==> src/rtl/dwq_pkg.sv <==
package dwq_pkg;

    typedef enum logic [1:0] {
        ST_EMPTY,
        ST_COUNT,
        ST_WRITE,
        ST_FAULT
    } dwq_state_e;

    typedef enum logic [1:0] {
        WK_SETBIT,
        WK_CLRBIT,
        WK_WORD32,
        WK_WORD64
    } wr_kind_e;

endpackage

==> src/rtl/dwq_slot.sv <==
module dwq_slot #(
    parameter int DEST_W  = 5,
    parameter int DELAY_W = 4,
    parameter int BIT_W   = 6,
    parameter int DATA_W  = 64
) (
    input  logic              clk,
    input  logic              rst_n,
    input  logic              load_i,
    input  logic [DEST_W-1:0] dest_i,
    input  logic [DELAY_W-1:0] delay_i,
    input  logic              bitmode_i,
    input  logic [BIT_W-1:0]  bit_i,
    input  logic              wide_i,
    input  logic [DATA_W-1:0] value_i,
    input  logic              tick_i,
    input  logic              issue_i,
    input  logic              free_i,
    output logic              valid_o,
    output logic              pend_o,
    output logic              done_o,
    output logic              pend_nxt_o,
    output logic [DEST_W-1:0] dest_o,
    output logic              bitmode_o,
    output logic [BIT_W-1:0]  bit_o,
    output logic              wide_o,
    output logic [DATA_W-1:0] value_o
);

    logic               valid_q, valid_d;
    logic               pend_q, pend_d;
    logic               done_q, done_d;
    logic [DELAY_W-1:0] delay_q, delay_d;

    // life of a slot: free -> counting -> pending -> done -> free
    always_comb begin
        valid_d = valid_q;
        pend_d  = pend_q;
        done_d  = done_q;
        delay_d = delay_q;
        if (free_i) begin
            valid_d = 1'b0;
            pend_d  = 1'b0;
            done_d  = 1'b0;
        end else if (load_i) begin
            valid_d = 1'b1;
            pend_d  = 1'b0;
            done_d  = 1'b0;
            delay_d = (delay_i == '0) ? DELAY_W'(1) : delay_i;
        end else if (issue_i) begin
            pend_d = 1'b0;
            done_d = 1'b1;
        end else if (tick_i && valid_q && !pend_q && !done_q) begin
            if (delay_q <= DELAY_W'(1)) begin
                delay_d = '0;
                pend_d  = 1'b1;
            end else begin
                delay_d = delay_q - DELAY_W'(1);
            end
        end
    end

    always_ff @(posedge clk) begin
        if (!rst_n) begin
            valid_q <= 1'b0;
            pend_q  <= 1'b0;
            done_q  <= 1'b0;
            delay_q <= '0;
        end else begin
            valid_q <= valid_d;
            pend_q  <= pend_d;
            done_q  <= done_d;
            delay_q <= delay_d;
        end
    end

    always_ff @(posedge clk) begin
        if (!rst_n) begin
            dest_o    <= '0;
            bitmode_o <= 1'b0;
            bit_o     <= '0;
            wide_o    <= 1'b0;
            value_o   <= '0;
        end else if (load_i) begin
            dest_o    <= dest_i;
            bitmode_o <= bitmode_i;
            bit_o     <= bit_i;
            wide_o    <= wide_i;
            value_o   <= value_i;
        end
    end

    assign valid_o    = valid_q;
    assign pend_o     = pend_q;
    assign done_o     = done_q;
    assign pend_nxt_o = pend_d;

    AST_PEND_VALID: assert property (@(posedge clk) disable iff (!rst_n) pend_q |-> valid_q);
    AST_ISSUE_PENDING: assert property (@(posedge clk) disable iff (!rst_n) issue_i |-> pend_q);
    AST_LOAD_FREE: assert property (@(posedge clk) disable iff (!rst_n) load_i |-> !valid_q);
    AST_DONE_EXCL: assert property (@(posedge clk) disable iff (!rst_n) !(pend_q && done_q));

endmodule

==> src/rtl/dwq_pick.sv <==
module dwq_pick #(
    parameter int SLOTS = 8,
    parameter int PTR_W = $clog2(SLOTS)
) (
    input  logic [SLOTS-1:0] req_i,
    input  logic [PTR_W-1:0] base_i,
    output logic             any_o,
    output logic [PTR_W-1:0] idx_o
);

    function automatic logic [PTR_W-1:0] ring_add(input logic [PTR_W-1:0] a, input int b);
        logic [PTR_W:0] s;
        s = {1'b0, a} + (PTR_W+1)'(b);
        if (s >= (PTR_W+1)'(SLOTS)) s = s - (PTR_W+1)'(SLOTS);
        return s[PTR_W-1:0];
    endfunction

    logic [SLOTS-1:0] rot;
    logic [PTR_W-1:0] off;
    logic             found;

    // rotate so that position 0 is the head slot
    for (genvar g = 0; g < SLOTS; g++) begin : g_rot
        assign rot[g] = req_i[ring_add(base_i, g)];
    end

    always_comb begin
        found = 1'b0;
        off   = '0;
        for (int i = 0; i < SLOTS; i++) begin
            if (!found && rot[i]) begin
                found = 1'b1;
                off   = PTR_W'(i);
            end
        end
    end

    assign any_o = found;
    assign idx_o = ring_add(base_i, int'(off));

endmodule

==> src/rtl/dwq_fmt.sv <==
module dwq_fmt
    import dwq_pkg::*;
#(
    parameter int BIT_W  = 6,
    parameter int DATA_W = 64
) (
    input  logic              bitmode_i,
    input  logic [BIT_W-1:0]  bit_i,
    input  logic              wide_i,
    input  logic [DATA_W-1:0] value_i,
    output logic [DATA_W-1:0] mask_o,
    output logic [DATA_W-1:0] data_o
);

    localparam int HALF = DATA_W / 2;
    localparam logic [BIT_W-1:0]  NARROW_BITS = BIT_W'(HALF - 1);
    localparam logic [DATA_W-1:0] LOW_ONES    = {{HALF{1'b0}}, {HALF{1'b1}}};

    wr_kind_e          kind;
    logic [BIT_W-1:0]  eff_bit;
    logic [DATA_W-1:0] onehot;

    assign eff_bit = wide_i ? bit_i : (bit_i & NARROW_BITS);
    assign onehot  = {{(DATA_W-1){1'b0}}, 1'b1} << eff_bit;

    always_comb begin
        if (bitmode_i) kind = (value_i != '0) ? WK_SETBIT : WK_CLRBIT;
        else           kind = wide_i ? WK_WORD64 : WK_WORD32;
    end

    always_comb begin
        unique case (kind)
            WK_SETBIT: begin mask_o = onehot;        data_o = onehot;             end
            WK_CLRBIT: begin mask_o = onehot;        data_o = '0;                 end
            WK_WORD32: begin mask_o = LOW_ONES;      data_o = value_i & LOW_ONES; end
            WK_WORD64: begin mask_o = '1;            data_o = value_i;            end
        endcase
    end

endmodule

==> src/rtl/delay_wr_queue.sv <==
module delay_wr_queue
    import dwq_pkg::*;
#(
    parameter int SLOTS   = 8,
    parameter int DEST_W  = 5,
    parameter int DELAY_W = 4,
    parameter int DATA_W  = 64,
    parameter int BIT_W   = $clog2(DATA_W)
) (
    input  logic               clk,
    input  logic               rst_n,
    input  logic               tick,
    input  logic               enq_valid,
    input  logic [DEST_W-1:0]  enq_dest,
    input  logic [DELAY_W-1:0] enq_delay,
    input  logic               enq_bit_mode,
    input  logic [BIT_W-1:0]   enq_bit,
    input  logic               enq_wide,
    input  logic [DATA_W-1:0]  enq_value,
    output logic               enq_full,
    output logic               wr_en,
    output logic [DEST_W-1:0]  wr_dest,
    output logic [DATA_W-1:0]  wr_mask,
    output logic [DATA_W-1:0]  wr_data,
    output logic               fault
);

    localparam int PTR_W = (SLOTS > 1) ? $clog2(SLOTS) : 1;
    localparam int CNT_W = $clog2(SLOTS + 1);
    localparam logic [DATA_W-1:0] LOW_ONES = {{(DATA_W/2){1'b0}}, {(DATA_W/2){1'b1}}};

    function automatic logic [PTR_W-1:0] ring_add(input logic [PTR_W-1:0] a, input logic [CNT_W-1:0] b);
        logic [PTR_W+CNT_W:0] s;
        s = (PTR_W+CNT_W+1)'(a) + (PTR_W+CNT_W+1)'(b);
        if (s >= (PTR_W+CNT_W+1)'(SLOTS)) s = s - (PTR_W+CNT_W+1)'(SLOTS);
        return s[PTR_W-1:0];
    endfunction

    dwq_state_e       st_q, st_d;
    logic [PTR_W-1:0] in_q, out_q, in_d, out_d;
    logic [CNT_W-1:0] total_q, total_d;

    logic [SLOTS-1:0] s_valid, s_pend, s_done, s_pend_nxt;
    logic [SLOTS-1:0] s_load, s_issue, s_free;
    logic [DEST_W-1:0] s_dest    [SLOTS];
    logic              s_bitmode [SLOTS];
    logic [BIT_W-1:0]  s_bit     [SLOTS];
    logic              s_wide    [SLOTS];
    logic [DATA_W-1:0] s_value   [SLOTS];

    logic run, issue_ok, accept_ok;
    logic enq_go, issue_go, free_go, tick_en, mismatch;
    logic pick_any;
    logic [PTR_W-1:0] pick_idx;
    logic [DATA_W-1:0] fmt_mask, fmt_data;

    // controller permissions per state
    always_comb begin
        unique case (st_q)
            ST_EMPTY: begin run = 1'b0; issue_ok = 1'b0; accept_ok = 1'b1; end
            ST_COUNT: begin run = 1'b1; issue_ok = 1'b0; accept_ok = 1'b1; end
            ST_WRITE: begin run = 1'b1; issue_ok = 1'b1; accept_ok = 1'b1; end
            ST_FAULT: begin run = 1'b0; issue_ok = 1'b0; accept_ok = 1'b0; end
        endcase
    end

    assign enq_full = (total_q == CNT_W'(SLOTS));
    assign enq_go   = enq_valid && !enq_full && accept_ok;
    assign tick_en  = tick && run;
    assign issue_go = issue_ok && pick_any;
    assign free_go  = run && s_valid[out_q] && s_done[out_q];
    assign mismatch = (in_q != ring_add(out_q, total_q));

    dwq_pick #(.SLOTS(SLOTS), .PTR_W(PTR_W)) u_pick (
        .req_i (s_pend),
        .base_i(out_q),
        .any_o (pick_any),
        .idx_o (pick_idx)
    );

    for (genvar g = 0; g < SLOTS; g++) begin : g_slot
        assign s_load[g]  = enq_go   && (in_q     == PTR_W'(g));
        assign s_issue[g] = issue_go && (pick_idx == PTR_W'(g));
        assign s_free[g]  = free_go  && (out_q    == PTR_W'(g));

        dwq_slot #(
            .DEST_W(DEST_W), .DELAY_W(DELAY_W), .BIT_W(BIT_W), .DATA_W(DATA_W)
        ) u_slot (
            .clk       (clk),
            .rst_n     (rst_n),
            .load_i    (s_load[g]),
            .dest_i    (enq_dest),
            .delay_i   (enq_delay),
            .bitmode_i (enq_bit_mode),
            .bit_i     (enq_bit),
            .wide_i    (enq_wide),
            .value_i   (enq_value),
            .tick_i    (tick_en),
            .issue_i   (s_issue[g]),
            .free_i    (s_free[g]),
            .valid_o   (s_valid[g]),
            .pend_o    (s_pend[g]),
            .done_o    (s_done[g]),
            .pend_nxt_o(s_pend_nxt[g]),
            .dest_o    (s_dest[g]),
            .bitmode_o (s_bitmode[g]),
            .bit_o     (s_bit[g]),
            .wide_o    (s_wide[g]),
            .value_o   (s_value[g])
        );
    end

    dwq_fmt #(.BIT_W(BIT_W), .DATA_W(DATA_W)) u_fmt (
        .bitmode_i(s_bitmode[pick_idx]),
        .bit_i    (s_bit[pick_idx]),
        .wide_i   (s_wide[pick_idx]),
        .value_i  (s_value[pick_idx]),
        .mask_o   (fmt_mask),
        .data_o   (fmt_data)
    );

    // ring bookkeeping
    always_comb begin
        in_d    = enq_go  ? ring_add(in_q,  CNT_W'(1)) : in_q;
        out_d   = free_go ? ring_add(out_q, CNT_W'(1)) : out_q;
        total_d = total_q + CNT_W'(enq_go) - CNT_W'(free_go);
    end

    // next state
    always_comb begin
        if (st_q == ST_FAULT || mismatch) st_d = ST_FAULT;
        else if (|s_pend_nxt)             st_d = ST_WRITE;
        else if (total_d == '0)           st_d = ST_EMPTY;
        else                              st_d = ST_COUNT;
    end

    // state register
    always_ff @(posedge clk) begin
        if (!rst_n) begin
            st_q    <= ST_EMPTY;
            in_q    <= '0;
            out_q   <= '0;
            total_q <= '0;
        end else begin
            st_q    <= st_d;
            in_q    <= in_d;
            out_q   <= out_d;
            total_q <= total_d;
        end
    end

    // output register: one write per cycle
    always_ff @(posedge clk) begin
        if (!rst_n) begin
            wr_en   <= 1'b0;
            wr_dest <= '0;
            wr_mask <= '0;
            wr_data <= '0;
        end else begin
            wr_en <= issue_go;
            if (issue_go) begin
                wr_dest <= s_dest[pick_idx];
                wr_mask <= fmt_mask;
                wr_data <= fmt_data;
            end
        end
    end

    assign fault = (st_q == ST_FAULT);

    AST_TOTAL_BOUND: assert property (@(posedge clk) disable iff (!rst_n) total_q <= CNT_W'(SLOTS));
    AST_FULL_REJECT: assert property (@(posedge clk) disable iff (!rst_n) (enq_valid && enq_full) |=> (in_q == $past(in_q)));
    AST_HEAD_BLOCKS: assert property (@(posedge clk) disable iff (!rst_n) (s_valid[out_q] && !s_done[out_q]) |=> (out_q == $past(out_q)));
    AST_WR_SHAPE: assert property (@(posedge clk) disable iff (!rst_n) wr_en |-> (($onehot(wr_mask) && (wr_data == '0 || wr_data == wr_mask)) || (wr_mask == '1) || (wr_mask == LOW_ONES && (wr_data & ~LOW_ONES) == '0)));
    AST_STATE_PEND: assert property (@(posedge clk) disable iff (!rst_n) (st_q != ST_FAULT) |-> ((st_q == ST_WRITE) == (|s_pend)));
    AST_EMPTY_STATE: assert property (@(posedge clk) disable iff (!rst_n) (st_q == ST_EMPTY) |-> (total_q == '0 && s_valid == '0));
    AST_NO_FAULT: assert property (@(posedge clk) disable iff (!rst_n) !fault);

endmodule

==> config.mk <==
export PLATFORM = sky130hd
export DESIGN_NAME = delay_wr_queue
export DESIGN_NICKNAME = d
export VERILOG_FILES = /design/src/rtl/dwq_pkg.sv /design/src/rtl/dwq_slot.sv /design/src/rtl/dwq_pick.sv /design/src/rtl/dwq_fmt.sv /design/src/rtl/delay_wr_queue.sv
export SDC_FILE = /design/constraint.sdc
export NUM_CORES = 2
export LEC_CHECK = 0
export BUFFER_PORTS_ARGS = -buffer_cell sky130_fd_sc_hd__buf_2
export CAP_MARGIN = 25
export CORE_AREA = 2 2 264 266
export CTS_CLUSTER_DIAMETER = 50
export DETAILED_ROUTE_END_ITERATION = 7
export DIE_AREA = 0 0 266 268
export GPL_ROUTABILITY_DRIVEN = 0
export PLACE_DENSITY = 0.73
export SKIP_CTS_REPAIR_TIMING = 1
export SLEW_MARGIN = 20
export SYNTH_ARGS = -nofsm -noshare
export SYNTH_HDL_FRONTEND = slang
export SYNTH_SLANG_ARGS = --single-unit
==> constraint.sdc <==
create_clock -name clk -period 6.9 [get_ports clk]
set_clock_uncertainty 0.1 [all_clocks]
set_input_delay 2.07 -clock clk [delete_from_list [all_inputs] [get_ports clk]]
set_output_delay 2.07 -clock clk [all_outputs]
set_load 0.03 [all_outputs]
# After elaboration in Yosys (flattened, before gate mapping)
# Index checks and enable logic that the tools add are counted.
totals:
  regBits: 818
  latchBits: 0
  ramBits: 0
  mem_bits_ro: 0
  in_bits: 85
  elab_cells: 470
  n_memories: 0
classes:
  add_sub_neg: 33
  n_mul: 0
  n_div: 0
  magnitude_cmp: 30
  eq_ne: 37
  n_shift: 1
  mux: 147
  bitwise: 10
  n_reduce_logical: 132
op_table:
  columns: ["cell", "n"]
  rows:
  - ["one-hot mux 64 bit (4 select lines)", 1]
  - ["binary-select mux 64 bit (select 3 bit)", 1]
  - ["one-hot mux 64 bit (3 select lines)", 1]
  - ["2-to-1 mux 4 bit", 33]
  - ["2-to-1 mux 64 bit", 2]
  - ["2-to-1 mux 1 bit", 66]
  - ["nonzero test 64 bit", 1]
  - ["left shift 1 x 6 -> 64 bit, first input constant", 1]
  - ["logical AND 1 bit", 61]
  - ["2-to-1 mux 3 bit", 16]
  - ["greater-or-equal comparator 4 bit, second input constant", 11]
  - ["binary-select mux 1 bit (select 3 bit)", 12]
  - ["equality test 3 bit, second input constant", 12]
  - ["< comparator 3 x 4 -> 1 bit, second input constant", 9]
  - ["subtractor 3 x 1 -> 3 bit, second input constant", 12]
  - ["less-or-equal comparator 4 x 1 -> 1 bit, second input constant", 8]
  - ["subtractor 4 x 1 -> 4 bit, second input constant", 8]
  - ["OR reduction 3 bit", 10]
  - ["zero test 1 bit", 24]
  - ["AND reduction 3 bit", 8]
  - ["OR reduction 2 bit", 11]
  - ["binary-select mux 6 bit (select 3 bit)", 1]
  - ["equality test 3 x 2 -> 1 bit, second input constant", 6]
  - ["2-to-1 mux 6 bit", 3]
  - ["other kinds (27)", 72]

# Longest topological paths before layout
depth:
  word_depth: 39
  depth_mapped: 29

# Modules after synthesis
# Synthesis repeated with hierarchy kept, for this count alone.
hier_totals:
  hier_cells: 3742
  area_unflattened_um2: 39056.2
by_module_without_submodules:
  columns: ["mod", "n_inst", "cells_per_inst", "area_per_inst_um2"]
  rows:
  - ["dwq_slot", 8, 298, 3301.9]
  - ["delay_wr_queue", 1, 987, 10268.6]
  - ["dwq_fmt", 1, 304, 1666.6]
  - ["dwq_pick", 1, 67, 705.7]

# Worst setup path before layout
# OpenSTA, ideal clock, no wires.
synth_path:
  path_type: "reg2reg"
  from: "reg out_q[0]"
  to: "reg wr_data[36]"
  t_arrival_ns: 5.581
  path_slack_ns: 1.103
  path_stages_with_launch: 28
  n_path_buf: 5
  path_cell_list: "dfxtp_1 > buf_6 > clkinv_1 > ha_1 > buf_2 > mux2i_1 > mux2i_1 > o221ai_1 > nand2b_1 > nand2_1 > nand2_1 > nand2_1 > nand2_1 > a21boi_0 > ha_1 > inv_1 > fa_1 > buf_2 > buf_1 > mux4_2 > nor4_1 > nand4_1 > nor4_1 > mux2_4 > buf_2 > nor2_1 > a21oi_1 > nor2_1"
synth_between:
  elab_chain_len: 38
synth_lines:
  columns: ["item", "line", "text"]
  rows:
  - ["start: declaration", "delay_wr_queue.sv:40", "logic [PTR_W-1:0] in_q, out_q, in_d, out_d;"]
  - ["start signal: assignment", "delay_wr_queue.sv:147", "out_q <= out_d;"]
  - ["branches (longest 38 deep; another with adder 3 x 1 -> 4 bit)", null, null]
  - ["end signal: assignment", "delay_wr_queue.sv:164", "wr_data <= fmt_data;"]
  - ["end: declaration", "delay_wr_queue.sv:24", "output logic [DATA_W-1:0] wr_data,"]
# Several ways; the timed one is not identified. The select of a mux whose other input is x is not followed.
# A chain may end at the register's enable or synchronous reset.

# Worst setup path after layout
layout_path:
  from: "reg out_q[0]"
  to: "reg wr_data[2]"
# Same word-level chain as after synthesis.

==> impl_metrics.yaml <==
clock_tree:
  root_buffer: "clkbuf_16"
  clkTransAtPathRegs_ns: 0.06
  cts_htree_levels: 3
  cts_tree: "built"
  cts_inserted_buffers: 88
  clockBufferDepth: 3
  clock-sinks: 818
  worst_skew_pair.late_latency_ns: 0.68
yosys:
  yosys-top-cells-area: "dfxtp_1 44%, nand2_1 15%, mux4_2 9.9%"
  synth_top_area_frac: 0.4374
  netlist.top_cell.by_area: "dfxtp_1"
  avgSynthCellArea_sq_um: 8.307
  syn_inst: 4507
  netlist_top_cells_count: "1,469 x nand2_1, 818 x dfxtp_1, 668 x a21oi_1"
  post-synth-top-count-cell: "nand2_1"
  yosysWarningCount: 0
  mappedNetlistArea_sq_mm: 0.03744
  synth_edf_count: 0
  ys.flop_type: "dfxtp_1"
  synth-seq-cells: 818
  synth_seq_area_share: 0.4374
  syn-num-nets: 4634
  yosysUniqueCellTypes: 97
  synth-async-reset-ratio: 0
hold_path:
  hold_path_end: "g_slot[5].u_slot.value_o[5]"
  holdPathStages: 2
  holdCritStartpoint: "g_slot[5].u_slot.value_o[5]"
  hp-class: "reg2reg"
power_and_ir_drop:
  pwr-share-comb: 0.219
  total_power_mw: 12.85
  swShare: 0.3255
  p_int_mw: 8.666
  p_seq_frac: 0.409
  powerDensity_mw_per_mm2: 309.8
  p_clk_frac: 0.372
  ir_drop_mv: 0.2362
  leakage_nw: 14.45
  p_sw_mw: 4.182
finish:
  nNetsFinal: 4594
  layout.cells.non_filler: 5432
  fillCellCount: 5892
  design_area_sq_mm: 0.04147
  drive_above_1_share: 0.1537
  area_growth_pct: 10.76
timing:
  period_share: 0.9823
  slew_viol_final: 0
  finalSetupViolCount: 0
  relSlewSlack: 0.2868
  fmax_mhz: 147.5
  finalHoldViolCount: 0
  worst_slew_pin_slew_ns: 1.062
  finalCriticalPeriod_ns: 6.778
  finalSetupTns_ns: 0
global_route:
  grt_overflow_total: 0
  grt_max_degree: 209
  grt_antenna_before_repair: 25
  groute.usage.overall: 0.3533
  grt_pass1_wl_mm: 193.2
  first_global_vias: 31170
detailed_routing:
  firstDrtPassIters: 6
  drc_errors: 0
  wl_per_cell_um: 23.72
  ant_nets: 0
  vias: 34040
  drt_iter0_drc: 5214
  wirelength_mm: 128.8
  viasPerCell: 6.267
worst_setup_path:
  rr_endpoint: "wr_data[2]"
  cp.arrival_ns: 7.21
  required_ns: 7.33
  cp_max_fo: 32
  critPathKind: "reg2reg"
  worstReg2RegStart: "out_q[0]"
  reg2reg_slack_ns: 0.12
  r2r_cells: 23
  start_kind: "flop"
  worstSetupEndpointType: "flop"
die:
  die_area_sq_mm: 0.07129
  start_util: 0.5488
  die_h_um: 268
  fp-row-count: 96
  die_w_um: 266
  ioPinCount: 221
  core_sq_mm: 0.06823
placement:
  dp_hpwl_mm: 80.67
  placedCellCount: 5258
  port_buffers: 220
  post_dp_cell_area_sq_mm: 0.03846
run_status:
  status: "finished, final reports clean"
run:
  maxCapViolCount: 0
## through the flow
step | setup WS, ns | hold WS (ns) | util
finish | 0.1224 | 0.3516 | 0.6078
detailed placement | 0.2138 | 0.3437 | 0.5637
global placement | 0.2240 | 0.3383 | 0.5633
CTS | 0.1744 | 0.3522 | 0.6065
floorplan | 1.103 | 0.3331 | -
global route | -0.01346 | 0.3657 | 0.6077
## cell usage in the layout (no fill, tap or decap), types with 39 or more instances in the layout
cell type / netlist / routed
nand2_1: 1469 / 1463
dfxtp_1: 818 / 817
a21oi_1: 668 / 668
buf_2: 32 / 219
mux4_2: 165 / 165
nor2_1: 151 / 151
o21ai_0: 122 / 122
clkbuf_16: 0 / 89
a21boi_0: 81 / 81
nand3_1: 64 / 60
buf_4: 83 / 58
nor3_1: 51 / 51
a21o_1: 39 / 39
## worst max-delay path by stage
stage                     startpoint          end  slack (ns)  depth (start not counted)
after global routing        out_q[0]  wr_data[14]       -0.01                         24
after global placement      out_q[0]  wr_data[32]        0.22                         24
after detailed placement    out_q[0]  wr_data[32]        0.21                         24
final                       out_q[0]   wr_data[2]        0.12                         23
after floorplan             out_q[0]  wr_data[36]        1.10                         27
after CTS                   out_q[0]  wr_data[32]        0.17                         24
## per-layer routing
metal  GRT usage  vias up  wire length [um]
met3      0.1013      365             17260
met5           0        -                49
li1            -    15240                 -
met2      0.5292     2194             56080
met4      0.1637        8              5481
met1      0.4735    16240             49980
## power by group through the flow
| stage | sequential (mW) | combinational [mW] | clock [mW] |
|---|---|---|---|
| 2_1_floorplan | 5.38 | 1.74 | 0 |
| 3_3_place_gp | 5.34 | 2.67 | 0 |
| 3_5_place_dp | 5.35 | 2.71 | 0 |
| 4_1_cts | 5.25 | 2.72 | 4.78 |
| 5_1_grt | 5.29 | 2.97 | 4.98 |
| 6_report | 5.26 | 2.82 | 4.77 |
## worst max-delay path, cell delays in order (launching register included)
cell,delay [ns]
dfxtp_1,0.34
clkinv_1,0.13
ha_1,0.50
mux2i_1,0.16
mux2i_1,0.15
o221ai_1,0.20
nand2b_1,0.19
nand2_1,0.07
nand2_1,0.05
nand2_1,0.07
nand2_1,0.05
a21boi_0,0.30
ha_4,0.17
inv_1,0.05
fa_4,0.89
buf_12,0.26
mux4_2,0.57
nor4_1,0.65
nand4_1,0.26
nor4_1,0.33
mux2_4,0.37
nor2_1,0.17
nand2_1,0.37
o211ai_1,0.16
## final cells by class
type,count,area [sq um],share of cell area
Multi-Input combinational cell,3230,19100,0.4607
Sequential cell,818,16380,0.3949
Clock buffer,124,2549,0.06146
Timing Repair Buffer,289,1770,0.04269
Tap cell,882,1104,0.02661
Clock inverter,33,369.1,0.008901
Inverter,40,157.7,0.003802
Antenna cell,16,40.04,0.0009655
## registers in the layout, summed over array words and instances, names as in the netlist
| signal | count |
|---|---|
| g_slot.u_slot.valid_o | 8 |
| wr_dest | 5 |
| total_q | 4 |
| g_slot.u_slot.done_o | 8 |
| out_q | 3 |
| in_q | 3 |
| g_slot.u_slot.dest_o | 40 |
| g_slot.u_slot.bitmode_o | 8 |
| g_slot.u_slot.pend_o | 8 |
| wr_data | 64 |
| st_q | 2 |
| g_slot.u_slot.value_o | 512 |
| wr_mask | 64 |
| g_slot.u_slot.delay_q | 32 |
| wr_en | 1 |
| g_slot.u_slot.wide_o | 8 |
| g_slot.u_slot.bit_o | 48 |
## kinds of logic after synthesis
logic type	synth area share
flip-flops	0.4374
XOR/XNOR	0.004612
multiplexers	0.1135
AND/OR/NAND/NOR	0.2089
buffers and inverters	0.05728
adder cells (fa/ha/maj)	0.01464
AO/OA/AOI/OAI	0.1637
No activity file was read; power rests on OpenSTA's default activity.
